[src/rtl/spiclk_pkg.sv]
// Shared types and default field layout for the serial clock divider.
// Assumes the exponent field is at least 2 bits wide.
package spiclk_pkg;

    typedef enum logic {
        DIV_POW2   = 1'b0,
        DIV_LINEAR = 1'b1
    } div_mode_e;

    localparam int unsigned CFG_REG_W     = 32;
    localparam int unsigned LIN_FIELD_W   = 8;
    localparam int unsigned POW_FIELD_W   = 4;
    localparam int unsigned LIN_FIELD_LSB = 0;
    localparam int unsigned POW_FIELD_LSB = 8;
    localparam int unsigned MODE_BIT      = 12;

    // Counter width that holds the largest half-period minus one in either mode
    function automatic int unsigned cnt_width(input int unsigned lin_w, input int unsigned pow_w);
        int unsigned pw;
        pw = (2 ** pow_w) - 2;
        return (lin_w > pw) ? lin_w : pw;
    endfunction

endpackage

[src/rtl/spiclk_cfg_reg.sv]
// Holds the divider setting decoded from the clock control word.
// Assumes the field positions fit inside REG_W. Reset selects linear mode with count 0.
module spiclk_cfg_reg
    import spiclk_pkg::*;
#(
    parameter int unsigned REG_W   = CFG_REG_W,
    parameter int unsigned LIN_W   = LIN_FIELD_W,
    parameter int unsigned POW_W   = POW_FIELD_W,
    parameter int unsigned LIN_LSB = LIN_FIELD_LSB,
    parameter int unsigned POW_LSB = POW_FIELD_LSB,
    parameter int unsigned SEL_BIT = MODE_BIT
) (
    input  logic             clk,
    input  logic             rst_n,
    input  logic             wr_en,
    input  logic [REG_W-1:0] wr_data,
    output div_mode_e        mode,
    output logic [LIN_W-1:0] lin_n,
    output logic [POW_W-1:0] pow_n
);

    logic unused_wr;
    assign unused_wr = ^wr_data;

    // Capture mode and both divide fields on a write
    always_ff @(posedge clk) begin
        if (!rst_n) begin
            mode  <= DIV_LINEAR;
            lin_n <= '0;
            pow_n <= '0;
        end else if (wr_en) begin
            mode  <= div_mode_e'(wr_data[SEL_BIT]);
            lin_n <= wr_data[LIN_LSB +: LIN_W];
            pow_n <= wr_data[POW_LSB +: POW_W];
        end
    end

endmodule

[src/rtl/spiclk_reload_calc.sv]
// Turns the held setting into a counter reload value: half-period length minus one.
// Purely combinational. The exponent table is built by a generate loop.
module spiclk_reload_calc
    import spiclk_pkg::*;
#(
    parameter int unsigned LIN_W = LIN_FIELD_W,
    parameter int unsigned POW_W = POW_FIELD_W,
    parameter int unsigned CNT_W = cnt_width(LIN_FIELD_W, POW_FIELD_W)
) (
    input  div_mode_e        mode,
    input  logic [LIN_W-1:0] lin_n,
    input  logic [POW_W-1:0] pow_n,
    output logic [CNT_W-1:0] reload
);

    localparam int unsigned POW_CODES = 2 ** POW_W;

    logic [CNT_W-1:0] pow_tab [POW_CODES];

    // One entry per exponent: half-period 2^(k-1), with k = 0 and k = 1 clamped to 1 cycle
    for (genvar k = 0; k < POW_CODES; k++) begin : g_pow
        if (k <= 1) begin : g_min
            assign pow_tab[k] = '0;
        end else begin : g_shift
            assign pow_tab[k] = CNT_W'((64'd1 << (k - 1)) - 64'd1);
        end
    end

    // Pick the reload for the active mode
    always_comb begin
        if (mode == DIV_LINEAR) reload = CNT_W'(lin_n);
        else                    reload = pow_tab[pow_n];
    end

endmodule

[src/rtl/spiclk_tgen.sv]
// Half-period counter and clock toggle. Counts down from the reload value while run
// is high. The strobe is combinational on a zero count. A new reload is taken only
// at a boundary or while idle.
module spiclk_tgen #(
    parameter int unsigned CNT_W = 14
) (
    input  logic             clk,
    input  logic             rst_n,
    input  logic             run,
    input  logic             idle_lvl,
    input  logic [CNT_W-1:0] reload,
    output logic             sclk,
    output logic             stb,
    output logic             lead
);

    logic [CNT_W-1:0] cnt;
    logic             phase_q;

    assign stb  = run && (cnt == '0);
    assign lead = stb && !phase_q;

    // Half-period down-counter, reloaded at each boundary and held while idle
    always_ff @(posedge clk) begin
        if (!rst_n)          cnt <= reload;
        else if (!run)       cnt <= reload;
        else if (cnt == '0)  cnt <= reload;
        else                 cnt <= cnt - CNT_W'(1);
    end

    // Serial clock level: idle level while stopped, flip at each boundary
    always_ff @(posedge clk) begin
        if (!rst_n)      sclk <= idle_lvl;
        else if (!run)   sclk <= idle_lvl;
        else if (stb)    sclk <= ~sclk;
    end

    // Edge parity: 0 means the next strobe leaves the idle level
    always_ff @(posedge clk) begin
        if (!rst_n)      phase_q <= 1'b0;
        else if (!run)   phase_q <= 1'b0;
        else if (stb)    phase_q <= ~phase_q;
    end

endmodule

[src/rtl/spiclk_div.sv]
// Top of the serial clock divider: control word register, reload calculation and
// toggle generator. Assumes idle_lvl is stable while xfer_en is high.
module spiclk_div
    import spiclk_pkg::*;
#(
    parameter int unsigned REG_W   = CFG_REG_W,
    parameter int unsigned LIN_W   = LIN_FIELD_W,
    parameter int unsigned POW_W   = POW_FIELD_W,
    parameter int unsigned LIN_LSB = LIN_FIELD_LSB,
    parameter int unsigned POW_LSB = POW_FIELD_LSB,
    parameter int unsigned SEL_BIT = MODE_BIT
) (
    input  logic             clk,
    input  logic             rst_n,
    input  logic             cfg_we,
    input  logic [REG_W-1:0] cfg_wdata,
    input  logic             xfer_en,
    input  logic             idle_lvl,
    output logic             sclk,
    output logic             edge_stb,
    output logic             edge_lead
);

    localparam int unsigned CNT_W = cnt_width(LIN_W, POW_W);

    div_mode_e        mode;
    logic [LIN_W-1:0] lin_n;
    logic [POW_W-1:0] pow_n;
    logic [CNT_W-1:0] reload;

    spiclk_cfg_reg #(
        .REG_W(REG_W), .LIN_W(LIN_W), .POW_W(POW_W),
        .LIN_LSB(LIN_LSB), .POW_LSB(POW_LSB), .SEL_BIT(SEL_BIT)
    ) u_cfg (
        .clk(clk), .rst_n(rst_n), .wr_en(cfg_we), .wr_data(cfg_wdata),
        .mode(mode), .lin_n(lin_n), .pow_n(pow_n)
    );

    spiclk_reload_calc #(
        .LIN_W(LIN_W), .POW_W(POW_W), .CNT_W(CNT_W)
    ) u_calc (
        .mode(mode), .lin_n(lin_n), .pow_n(pow_n), .reload(reload)
    );

    spiclk_tgen #(
        .CNT_W(CNT_W)
    ) u_tgen (
        .clk(clk), .rst_n(rst_n), .run(xfer_en), .idle_lvl(idle_lvl),
        .reload(reload), .sclk(sclk), .stb(edge_stb), .lead(edge_lead)
    );

endmodule

[config.mk]
export PLATFORM = sky130hd
export DESIGN_NAME = spiclk_div
export DESIGN_NICKNAME = d
export VERILOG_FILES = /design/src/rtl/spiclk_pkg.sv /design/src/rtl/spiclk_cfg_reg.sv /design/src/rtl/spiclk_reload_calc.sv /design/src/rtl/spiclk_tgen.sv /design/src/rtl/spiclk_div.sv
export SDC_FILE = /design/constraint.sdc
export NUM_CORES = 1
export LEC_CHECK = 0
export ABC_AREA = 1
export BUFFER_PORTS_ARGS = -buffer_cell sky130_fd_sc_hd__buf_2
export CORE_UTILIZATION = 41
export CTS_CLUSTER_DIAMETER = 60
export DETAILED_ROUTE_END_ITERATION = 6
export SKIP_LAST_GASP = 1
export SYNTH_ARGS = -nofsm -noshare
export SYNTH_HDL_FRONTEND = slang
export SYNTH_SLANG_ARGS = --single-unit
[constraint.sdc]
create_clock -name clk -period 1.9 [get_ports clk]
set_input_delay 0.38 -clock clk [delete_from_list [all_inputs] [get_ports clk]]
set_output_delay 0.38 -clock clk [all_outputs]
set_load 0.01 [all_outputs]
### Word level (Yosys, flattened, before mapping)

Memory sizes are Yosys's and may differ from the RTL's.
Index checks and enable logic that the tools add are counted.

* flip-flop bits (word level): 29
* bits in read-only memories: 224
* memories kept: 1

Memories
* (no name shown): words 16, bits a word 14, read ports 1, clocked after Yosys merged registers in 0, wr ports 0, RTL line spiclk_reload_calc.sv:32 `else reload = pow_tab[pow_n];`

* add/subtract/negate cells: 1
* order comparisons: 1
* eq/ne operators: 1
* muxes and demuxes: 9
* bitwise logic cells: 3
* reduce and logical (&&, ||, !) cells: 5

Operators with widths (count)
* two-way mux 14 bit: 6
* zero test 14 bit: 1
* subtractor 14 x 1 -> 14 bit, second input constant: 1
* greater-or-equal comparator 5 bit, second input constant: 1
* NOT 4 -> 5 bit: 1
* two-way mux 1 bit: 3
* != test 3 x 2 -> 1 bit, second input constant: 1
* logical AND 1 bit: 2
* NOT 1 bit: 2
* AND reduction 2 bit: 1
* zero test 1 bit: 1

### Depth between registers and ports, before layout

Gate-level depths: netlist (run 1).

* word-level depth: 8
* depth in mapped cells: 10

### Cells and area by module

A second synthesis (run 1) with hierarchy kept.

* cells, all modules: 271
* area, all modules: 1725.4 um^2

By module, submodules not included
* spiclk_tgen: instances 1, cells each 143, area an instance 952.2 um^2
* spiclk_cfg_reg: instances 1, cells each 81, area an instance 543.0 um^2
* spiclk_reload_calc: instances 1, cells each 47, area an instance 230.2 um^2

### Worst setup path before layout (run 1)

Ideal clock, no wire load.

* kind: reg2out
* start point: reg u_tgen.cnt[0]
* end point: out edge_lead
* data arrival time: 1.193 ns
* data required time: 1.520 ns
* path slack: 0.327 ns
* stages on the path, launching flop included: 7
* cell sequence: dfxtp_1 -> inv_1 -> ha_1 -> nand2_2 -> nor2_4 -> nand4_1 -> nor3_1

* cells in the longest elaborated chain, start to end: 3

Ends and longest elaborated chain
* start: declaration: RTL line spiclk_tgen.sv:17 `logic [CNT_W-1:0] cnt;`
* start signal: assignment: RTL line spiclk_tgen.sv:25 `if (!rst_n) cnt <= reload;`
* start signal: assignment: RTL line spiclk_tgen.sv:26 `else if (!run) cnt <= reload;`
* start signal: assignment: RTL line spiclk_tgen.sv:27 `else if (cnt == '0) cnt <= reload;`
* zero test 14 bit: RTL line spiclk_tgen.sv:20 `assign stb = run && (cnt == '0);`
* logical AND 1 bit: RTL line spiclk_tgen.sv:20
* logical AND 1 bit: RTL line spiclk_tgen.sv:21 `assign lead = stb && !phase_q;`
* end: declaration: RTL line spiclk_div.sv:21 `output logic edge_lead`

Every way passes these cells.

### Worst setup path after layout (run 1)

Ends and elaborated chain as after synthesis.

==> results of run 1 <==
-- routing by layer --
layer | global-route usage | vias up
met5 | 0 | -
met4 | 0.0872 | 0
met3 | 0.0547 | 7
met2 | 0.294 | 27
met1 | 0.234 | 610
li1 | - | 793
-- power groups by stage --
stage | clock (uW) | sequential [uW] | combinational, uW
floorplan | 0 | 715 | 255
detailed placement | 0 | 729 | 314
finish | 478 | 719 | 339
CTS | 495 | 715 | 321
global placement | 0 | 727 | 314
global route | 541 | 728 | 396
-- worst max-delay path, delay by kind of cell, from the launching register on --
kind / cells / cell delay, ns
and+or+nand+nor: 4 / 0.45
DFF: 1 / 0.32
adders and majority gates: 1 / 0.14
buffers and inverters: 2 / 0.22
-- state kept, by name, indices dropped and copies added (netlist names) --
name,count
u_tgen.cnt,14
u_cfg.lin_n,8
u_cfg.pow_n,4
u_cfg.mode,1
u_tgen.phase_q,1
u_tgen.sclk,1
-- per-stage QoR --
stage,TNS [ns],power (uW),area [um2],hold slack [ns]
2_1_floorplan,0,970,1530,0.422
3_3_place_gp,0,1040,1650,0.444
3_5_place_dp,0,1040,1650,0.449
4_1_cts,0,1530,1730,0.315
5_1_grt,-0.0143,1660,1760,0.313
6_report,0,1540,1760,0.323
-- cells in the mapped netlist (2+ instances only) --
cell type  number
o21ai_0        19
nor2_1         44
nor3_1          2
dfxtp_1        28
xnor2_1         2
o211ai_1        2
nand4_1         3
a21oi_1        13
nand3b_1        2
xor2_1          3
nand2_2         2
buf_6           2
nand3_1        11
inv_1          28
nand2_1        62
clkbuf_1        2
-- layout by cell type, fill, tap and decap left out, types with 2 or more instances in the layout --
| cell | instances |
|---|---|
| nand2_1 | 62 |
| nor2_1 | 44 |
| inv_1 | 26 |
| dfxtp_1 | 25 |
| buf_2 | 20 |
| o21ai_0 | 19 |
| a21oi_1 | 13 |
| nand3_1 | 11 |
| clkbuf_8 | 5 |
| nand4_1 | 3 |
| inv_2 | 3 |
| xor2_1 | 3 |
| clkbuf_1 | 3 |
| dfxtp_2 | 3 |
| nand3b_1 | 2 |
| xnor2_1 | 2 |
| o211ai_1 | 2 |
| nor3_1 | 2 |
| buf_4 | 2 |
-- final cells by class --
class,count,area [um2]
Timing Repair Buffer,22,115
Multi-Input combinational cell,172,806
Clock buffer,8,80.1
Sequential cell,29,594
Inverter,29,109
Fill cell,374,1680
Tap cell,46,57.6
-- path summary, 6_finish.rpt --
| kind | slack [ns] | from | cells after the start | end |
|---|---|---|---|---|
| worst min-delay path | 0.32 | cfg_wdata[12] | 3 | u_cfg.mode |
| worst max register to register | 0.29 | u_tgen.cnt[0] | 9 | u_tgen.cnt[5] |
| worst min register to register | 0.45 | u_tgen.cnt[0] | 1 | u_tgen.cnt[0] |
| worst max-delay path | 0.12 | u_tgen.cnt[0] | 7 | edge_lead |
-- repair_timing --
item                       4_1_cts  5_1_grt
resized for setup                0        8
setup buffers                    1        1
setup endpoints to repair        2        3
pin swaps                        1        6
-- cell families (layout without fill, tap and decap cells) --
logic type | after synthesis | count (layout) | synth area share
adders and majority gates | 1 | 1 | 0.00820
xor gates and xnor gates | 5 | 5 | 0.0287
AOI/OAI and AO/OA | 37 | 37 | 0.128
buffers and inverters | 35 | 59 | 0.0967
and+or+nand+nor | 129 | 129 | 0.352
DFF | 29 | 29 | 0.387
==> metrics.csv, run 1 <==
stage,metric,value,unit
place,placed_cells,296,
logic_synthesis,synth_area,1530,um2
die,die_h,63.0,um
logic_synthesis,ys_types,27,
clocking,clkSinkCount,29,
sta,max_freq,0.560,GHz
clocking,htree_levels,2,
sta,max_slew_margin,0.728,
die,io_pins,40,
place,dpl.hpwl,2420,um
logic_synthesis,synth_edf_count,1,
sta,final.period_utilization,0.939,
clocking,cts_buffer_depth,2,
finish,antenna_cells,0,
finish,drive_gt1_frac,0.150,
finish,nNetsFinal,297,
setup_path,crit_type,reg -> out,
logic_synthesis,synth_area_per_cell,6.47,um2
die,die_x,63.0,um
sta,finalMaxSlewViolations,0,
pwr,combPwrFrac,0.221,
global_routing,overflow,0,
pwr,switchingPower,470,uW
place,gp_congestion,0.756,
sta,rsz0062_at_grt,true,
die,core,3440,um2
pwr,p_per_area,872,nW/um2
finish,instances_no_fill,306,
global_routing,grt_max_degree,21,
global_routing,antenna_found_initial,0,
logic_synthesis,netlist_instances,236,
logic_synthesis,syn_nets,274,
worst_hold_path,hold_path.class,in -> reg,
pwr,internal_power,1070,uW
logic_synthesis,synth_seq_cells,29,
clocking,clk_pin_slew,0.05,ns
sta,finalCriticalPeriod,1.78,ns
detailed_routing,wl_met1,1610,um
die,placementRows,21,
clocking,cts_tree,done,
clocking,cts_inserted_buffers,5,
logic_synthesis,yosys_most_used_dff,dfxtp_1,
setup_path,endpoint_kind,primary output,
pwr,clkPwrFrac,0.311,
logic_synthesis,async_flop_share,0,
logic_synthesis,synth_area_leaders,"dfxtp_1, nand2_1, nor2_1",
setup_path,start_kind,flop,
logic_synthesis,yosysTopAreaCell,dfxtp_1,
setup_path,arrival,1.40,ns
detailed_routing,via_per_inst,4.70,
die,initial_core_util,0.443,
detailed_routing,dr_wl_met3,124,um
pwr,p_seq_frac,0.468,
place,portBuffers,20,
finish,final_core_utilization,0.512,
sta,setup_viol,0,
sta,fin_ws,0.115,ns
logic_synthesis,ys.warnings.count,0,
pwr,ir_drop,491,uV
die,die-area,3970,um2
detailed_routing,top_layer,met4,
detailed_routing,wl_per_cell,10.4,um
sta,worst_slew_pin_slew,0.408,ns
setup_path,max_stage_delay,0.32,ns
detailed_routing,dr.first_iter.drc_count,71,
pwr,power_leakage,0.000854,uW
setup_path,required,1.52,ns
finish,synthToLayoutAreaGrowth,15.4,%
job,maxCapViolCount,0,
detailed_routing,finalWirelength,3190,um
setup_path,crit_slowest_cell,dfxtp_2,
detailed_routing,drt-pass1-iter-count,4,
detailed_routing,ant_nets,0,
detailed_routing,num_vias,1437,
run_status,outcome,completed,
sta,hold_violations,0,
clocking,clk_latency,0.28,ns
logic_synthesis,seq_area_frac_synth,0.387,
global_routing,grt_use_total,0.188,
detailed_routing,drc_errors,0,
setup_path,cp_cell_sequence,inv_2 -> ha_4 -> nand2_4 -> nor2_4 -> nand4_1 -> nor3_1 -> buf_2,
logic_synthesis,synth_top_cell_area_share,0.367,
clocking,ctsHoldBuffers,0,
pwr,swShare,0.306,
global_routing,first_global_vias,1295,
global_routing,grt_first_pass_wirelength,5660,um
place,pre_cts_ws,0.227,ns
detailed_routing,wl_met2,1410,um
setup_path,critical_path_peak_fanout,3,
sta,clock_skew,0.00724,ns
clocking,ctsRootBufferMaster,clkbuf_8,
(Power assumes the default switching activity.)
==> run 2: changes to the inputs <==
--- a/config.mk
+++ b/config.mk
@@ -9,4 +9,5 @@
 export BUFFER_PORTS_ARGS = -buffer_cell sky130_fd_sc_hd__buf_2
 export CORE_UTILIZATION = 41
+export CTS_BUF_LIST = sky130_fd_sc_hd__clkbuf_4
 export CTS_CLUSTER_DIAMETER = 60
 export DETAILED_ROUTE_END_ITERATION = 6
==> constraint.sdc (replaced) <==
create_clock -name clk -period 1.9 [get_ports clk]
set_input_delay 0.19 -clock clk [delete_from_list [all_inputs] [get_ports clk]]
set_output_delay 0.19 -clock clk [all_outputs]
set_load 0.01 [all_outputs]
==> metrics.csv, run 2 (synthesis gave the netlist of run 1 again) <==
stage,metric,value,unit,change
run_status,outcome,completed,,
worst_hold_path,hold_path.class,in -> reg,,
pwr,ir_drop,376,uV,-23%
setup_path,max_stage_delay,0.32,ns,about the same
detailed_routing,drt-pass1-iter-count,4,,unchanged
finish,final_area,1720,um2,-2.6%
global_routing,grt_max_degree,21,,unchanged
clocking,clk_pin_slew,0.09,ns,+0.04 ns
finish,fillCellCount,408,,+9.1%
sta,max_freq,0.565,GHz,+0.81%
place,dpl.hpwl,2430,um,+0.52%
clocking,cts_inserted_buffers,5,,unchanged
setup_path,crit_slowest_cell,dfxtp_1,,
clocking,clk_latency,0.33,ns,+0.05 ns
detailed_routing,wl_per_cell,10.7,um,+2.4%
place,dpl_cell_area,1650,um2,unchanged
setup_path,arrival,1.58,ns,+0.18 ns
finish,layout_common_cells,"nand2_1, nor2_1, inv_1, dfxtp_1, buf_2",,
pwr,power_leakage,0.000834,uW,-2.3%
die,die-area,3970,um2,unchanged
setup_path,cp.buffers_inverters,2,,unchanged
sta,setup_viol,0,,unchanged
die,die_h,63.0,um,unchanged
finish,nNetsFinal,296,,-0.34%
global_routing,antenna_found_initial,0,,unchanged
global_routing,grt_use_total,0.190,,+0.00230
setup_path,cp_cell_sequence,inv_1 -> ha_4 -> nand2_2 -> nor2_4 -> nand4_1 -> nor3_1 -> buf_2,,
finish,antenna_cells,0,,unchanged
global_routing,gr-max-usage-layer,met2,,
finish,synthToLayoutAreaGrowth,12.4,%,
setup_path,rrSetupSlack,0.21,ns,-0.08 ns
global_routing,grt_use_met1,0.234,,unchanged
global_routing,use_met2,0.302,,+0.00806
place,gp_congestion,0.788,,+4.2%
detailed_routing,finalWirelength,3260,um,+2.1%
setup_path,crit_type,reg -> out,,
sta,worst_slew_pin_slew,0.402,ns,-0.00576 ns
sta,hold_violations,0,,unchanged
clocking,ctsHoldBuffers,0,,unchanged
global_routing,grt_first_pass_wirelength,5830,um,+2.9%
detailed_routing,dr.first_iter.drc_count,70,,-1.4%
die,io_pins,40,,unchanged
global_routing,grt_use_met3,0.0547,,unchanged
finish,reg_top3,"u_tgen.cnt x14, u_cfg.lin_n x8, u_cfg.pow_n x4",,
place,portBuffers,20,,unchanged
die,initial_core_util,0.443,,unchanged
sta,finalSetupTns,0,ns,unchanged
pwr,p_per_area,814,nW/um2,-6.6%
die,die_x,63.0,um,unchanged
sta,clock_skew,0.00434,ns,-0.00291 ns
sta,finalCriticalPeriod,1.77,ns,-0.0143 ns
setup_path,endpoint_kind,primary output,,
die,core,3440,um2,unchanged
sta,final.period_utilization,0.932,,-0.00751
finish,final_common_cell,nand2_1,,
setup_path,critical_path_peak_fanout,5,,+2
finish,largest-register,u_tgen.cnt,,
sta,max_slew_margin,0.732,,+0.00384
setup_path,start_kind,flop,,
sta,finalMaxSlewViolations,0,,unchanged
clocking,htree_levels,2,,unchanged
global_routing,first_global_vias,1335,,+3.1%
clocking,clkSinkCount,29,,unchanged
clocking,ctsRootBufferMaster,clkbuf_4,,
die,placementRows,21,,unchanged
detailed_routing,ant_nets,0,,unchanged
detailed_routing,num_vias,1413,,-1.7%
setup_path,required,1.71,ns,+0.19 ns
job,maxCapViolCount,0,,unchanged
setup_path,crit_family,simple AND/OR/NAND/NOR gates,,
finish,regArea,591,um2,-0.63%
finish,largest_register_ff_count,14,,unchanged
clocking,cts_tree,done,,
global_routing,overflow,0,,unchanged
detailed_routing,via_per_inst,4.63,,-1.3%
clocking,cts_buffer_depth,2,,unchanged
detailed_routing,drc_errors,0,,unchanged
finish,drive_gt1_frac,0.131,,-0.0187
finish,multiInputGateArea,801,um2,-0.62%
run 2: worst reg2reg max path, stage by stage (launching register included):
cell and delay, ns:
dfxtp_1 0.35, inv_1 0.08, ha_4 0.17, nand2_2 0.11, nor2_4 0.06, buf_4 0.14, nand2_2 0.05, nand3_2 0.32
inv_2 0.24, nand2_1 0.07, nand2_1 0.06
run 2: where the power goes:
part,internal (uW),switching [uW],leakage (uW),total (uW)
Clock,133,219,0.0000300,352
Sequential,668,46.2,0.000243,714
Combinational,129,202,0.000562,330
run 2: path summary, 6_finish.rpt:
kind / cells past startpoint / to / start
setup reg to reg: 10 / u_tgen.cnt[11] / u_tgen.cnt[0]
hold / removal: 3 / u_cfg.mode / cfg_wdata[12]
hold reg to reg: 1 / u_tgen.cnt[0] / u_tgen.cnt[0]
setup / recovery: 7 / edge_lead / u_tgen.cnt[0]
run 2: metal layers:
layer  vias to the layer above  part of all wire  wire length (um)
met5                         -                 0                 0
met4                         0             0.011                36
met3                         4             0.037               121
met2                        23              0.45              1450
met1                       601              0.51              1650
li1                        785                 -                 -
run 2: cell type report:
class	instances	share of cell area
clock buffers	5	0.0219
clock inverters	3	0.00729
inverters	29	0.0635
multi-input cells	172	0.467
flip-flops and latches	29	0.344
well taps	46	0.0336
repair buffers	21	0.0627
run 2: stage by stage:
step           power [uW]  hold WS (ns)  instances  setup slack, ns  utilization
2_1_floorplan         970         0.320        236            0.517            -
3_3_place_gp         1040         0.412        296            0.282        0.478
3_5_place_dp         1040         0.415        296            0.278        0.478
4_1_cts              1400        0.0667        304           0.0326        0.493
5_1_grt              1500        0.0700        305         -0.00209        0.498
6_report             1400        0.0722        305            0.129        0.498
run 2: what timing repair did:
action / 4_1_cts / 5_1_grt
resized for setup: 0 / 2
setup buffers: 0 / 1
endpoints found under the setup margin: 0 / 2
==> run 3: changes to the inputs <==
- PLACE_DENSITY: not set -> 0.67
- clock period: 1.9 -> 1.6 ns (I/O delays scaled with it)
==> metrics.csv, run 3 (synthesis gave the netlist of run 1 again) <==
stage,metric,value,unit,change
pwr,power,1750,uW,+25%
pwr,power_leakage,0.000874,uW,+4.7%
global_routing,first_global_vias,1331,,-0.30%
run_status,outcome,completed,,
setup_path,start_kind,flop,,
sta,finalSetupTns,0,ns,unchanged
job,maxCapViolCount,0,,unchanged
detailed_routing,num_vias,1430,,+1.2%
die,die-area,3970,um2,unchanged
sta,final.period_utilization,0.970,,
clocking,ctsRootBufferMaster,clkbuf_4,,
finish,antenna_cells,0,,unchanged
detailed_routing,ant_nets,0,,unchanged
die,die_h,63.0,um,unchanged
finish,layout_common_cells,"nand2_1, nor2_1, inv_1, dfxtp_1, buf_2",,
setup_path,required,1.44,ns,-0.27 ns
global_routing,antenna_found_initial,0,,unchanged
detailed_routing,finalWirelength,3180,um,-2.2%
finish,regArea,597,um2,+1.1%
die,initial_core_util,0.443,,unchanged
sta,worst_slew_pin_slew,0.403,ns,+0.000671 ns
place,portBuffers,20,,unchanged
clocking,cts_tree,done,,
sta,clock_skew,0.00609,ns,+0.00175 ns
sta,max_slew_margin,0.731,,about the same
clocking,cts_inserted_buffers,5,,unchanged
die,io_pins,40,,unchanged
setup_path,max_stage_delay,0.33,ns,about the same
die,core,3440,um2,unchanged
die,placementRows,21,,unchanged
clocking,clk_latency,0.33,ns,about the same
global_routing,use_met2,0.300,,-0.00269
place,pre_cts_ws,0.165,ns,-0.113 ns
finish,largest_register_ff_count,14,,unchanged
sta,setup_viol,0,,unchanged
sta,max_freq,0.645,GHz,
worst_hold_path,hold_path.class,in -> reg,,
setup_path,crit_family,simple AND/OR/NAND/NOR gates,,
global_routing,grt_first_pass_wirelength,5600,um,-4.0%
finish,multiInputGateArea,811,um2,+1.3%
sta,fin_ws,0.0485,ns,-0.0810 ns
place,gp_congestion,0.787,,about the same
finish,drive_gt1_frac,0.189,,+0.0581
pwr,p_per_area,976,nW/um2,+20%
setup_path,crit_type,reg -> out,,
clocking,clkSinkCount,29,,unchanged
finish,fillCellCount,364,,-11%
global_routing,overflow,0,,unchanged
finish,reg_top3,"u_tgen.cnt x14, u_cfg.lin_n x8, u_cfg.pow_n x4",,
global_routing,gr-max-usage-layer,met2,,
setup_path,cp.buffers_inverters,2,,unchanged
pwr,ir_drop,596,uV,+59%
clocking,cts_buffer_depth,2,,unchanged
global_routing,grt_max_degree,21,,unchanged
global_routing,grt_use_met3,0.0602,,+0.00547
sta,fin_worst_hold_slack,0.0502,ns,-0.0221 ns
setup_path,cp_cell_sequence,inv_2 -> ha_4 -> nand2_4 -> nor2_4 -> nand4_1 -> nor3_1 -> buf_2,,
setup_path,arrival,1.39,ns,-0.19 ns
detailed_routing,wl_per_cell,10.3,um,-3.8%
clocking,htree_levels,2,,unchanged
die,die_x,63.0,um,unchanged
sta,finalCriticalPeriod,1.55,ns,
detailed_routing,drc_errors,0,,unchanged
finish,nNetsFinal,301,,+1.7%
global_routing,grt_use_total,0.183,,-0.00702
sta,rsz0062_at_grt,true,,
finish,final_common_cell,nand2_1,,
clocking,ctsHoldBuffers,0,,unchanged
place,dpl.hpwl,2380,um,-2.1%
finish,largest-register,u_tgen.cnt,,
detailed_routing,dr.first_iter.drc_count,66,,-5.7%
setup_path,crit_slowest_cell,dfxtp_2,,
finish,synthToLayoutAreaGrowth,17.3,%,
clocking,clk_pin_slew,0.09,ns,about the same
setup_path,critical_path_peak_fanout,2,,-3
detailed_routing,via_per_inst,4.61,,-0.43%
sta,hold_violations,0,,unchanged
setup_path,endpoint_kind,primary output,,
sta,finalMaxSlewViolations,0,,unchanged
detailed_routing,drt-pass1-iter-count,4,,unchanged
global_routing,grt_use_met1,0.220,,-0.0146
[run 3: path summary, 6_finish.rpt]
check / startpoint / to / slack (ns) / depth (start not counted)
worst max register to register: u_tgen.cnt[1] / u_tgen.cnt[5] / 0.10 / 11
worst min register to register: u_tgen.cnt[0] / u_tgen.cnt[0] / 0.45 / 1
worst max-delay path: u_tgen.cnt[0] / edge_lead / 0.05 / 7
worst min-delay path: cfg_wdata[9] / u_cfg.pow_n[1] / 0.05 / 3
[run 3: worst register-to-register path: cells and delay by family (launching register included)]
kind	cells	cell delay, ns
simple gates	5	0.34
fa+ha+maj	1	0.16
flops	1	0.35
compound gates	1	0.07
buf+inv	4	0.48
[run 3: stage by stage]
step,cells,instance area (um2),util
2_1_floorplan,236,1530,-
3_3_place_gp,299,1680,0.488
3_5_place_dp,299,1680,0.488
4_1_cts,310,1780,0.517
5_1_grt,310,1790,0.520
6_report,310,1790,0.520
[run 3: area by class of cell]
type,instances,area share
Clock inverter,1,0.00210
Multi-Input combinational cell,172,0.453
Tap cell,46,0.0321
Clock buffer,7,0.0294
Inverter,29,0.0622
Sequential cell,29,0.333
Timing Repair Buffer,26,0.0881
[run 3: layer usage]
layer / up-vias / part of all wire
met5: - / 0
met4: 0 / 0.0097
met3: 4 / 0.035
met2: 23 / 0.45
met1: 610 / 0.50
li1: 793 / -
[run 3: where the power goes]
group          internal [uW]  switching [uW]  leakage, uW
Combinational            183             253     0.000596
Clock                    203             255    0.0000338
Sequential               797            56.2     0.000244
Total                   1180             565     0.000874
[run 3: repair_timing]
item,in CTS,in global routing
endpoints found under the setup margin,2,6
gates cloned,0,0
pin swaps,5,3
gates resized for setup,7,7
setup buffers,3,0
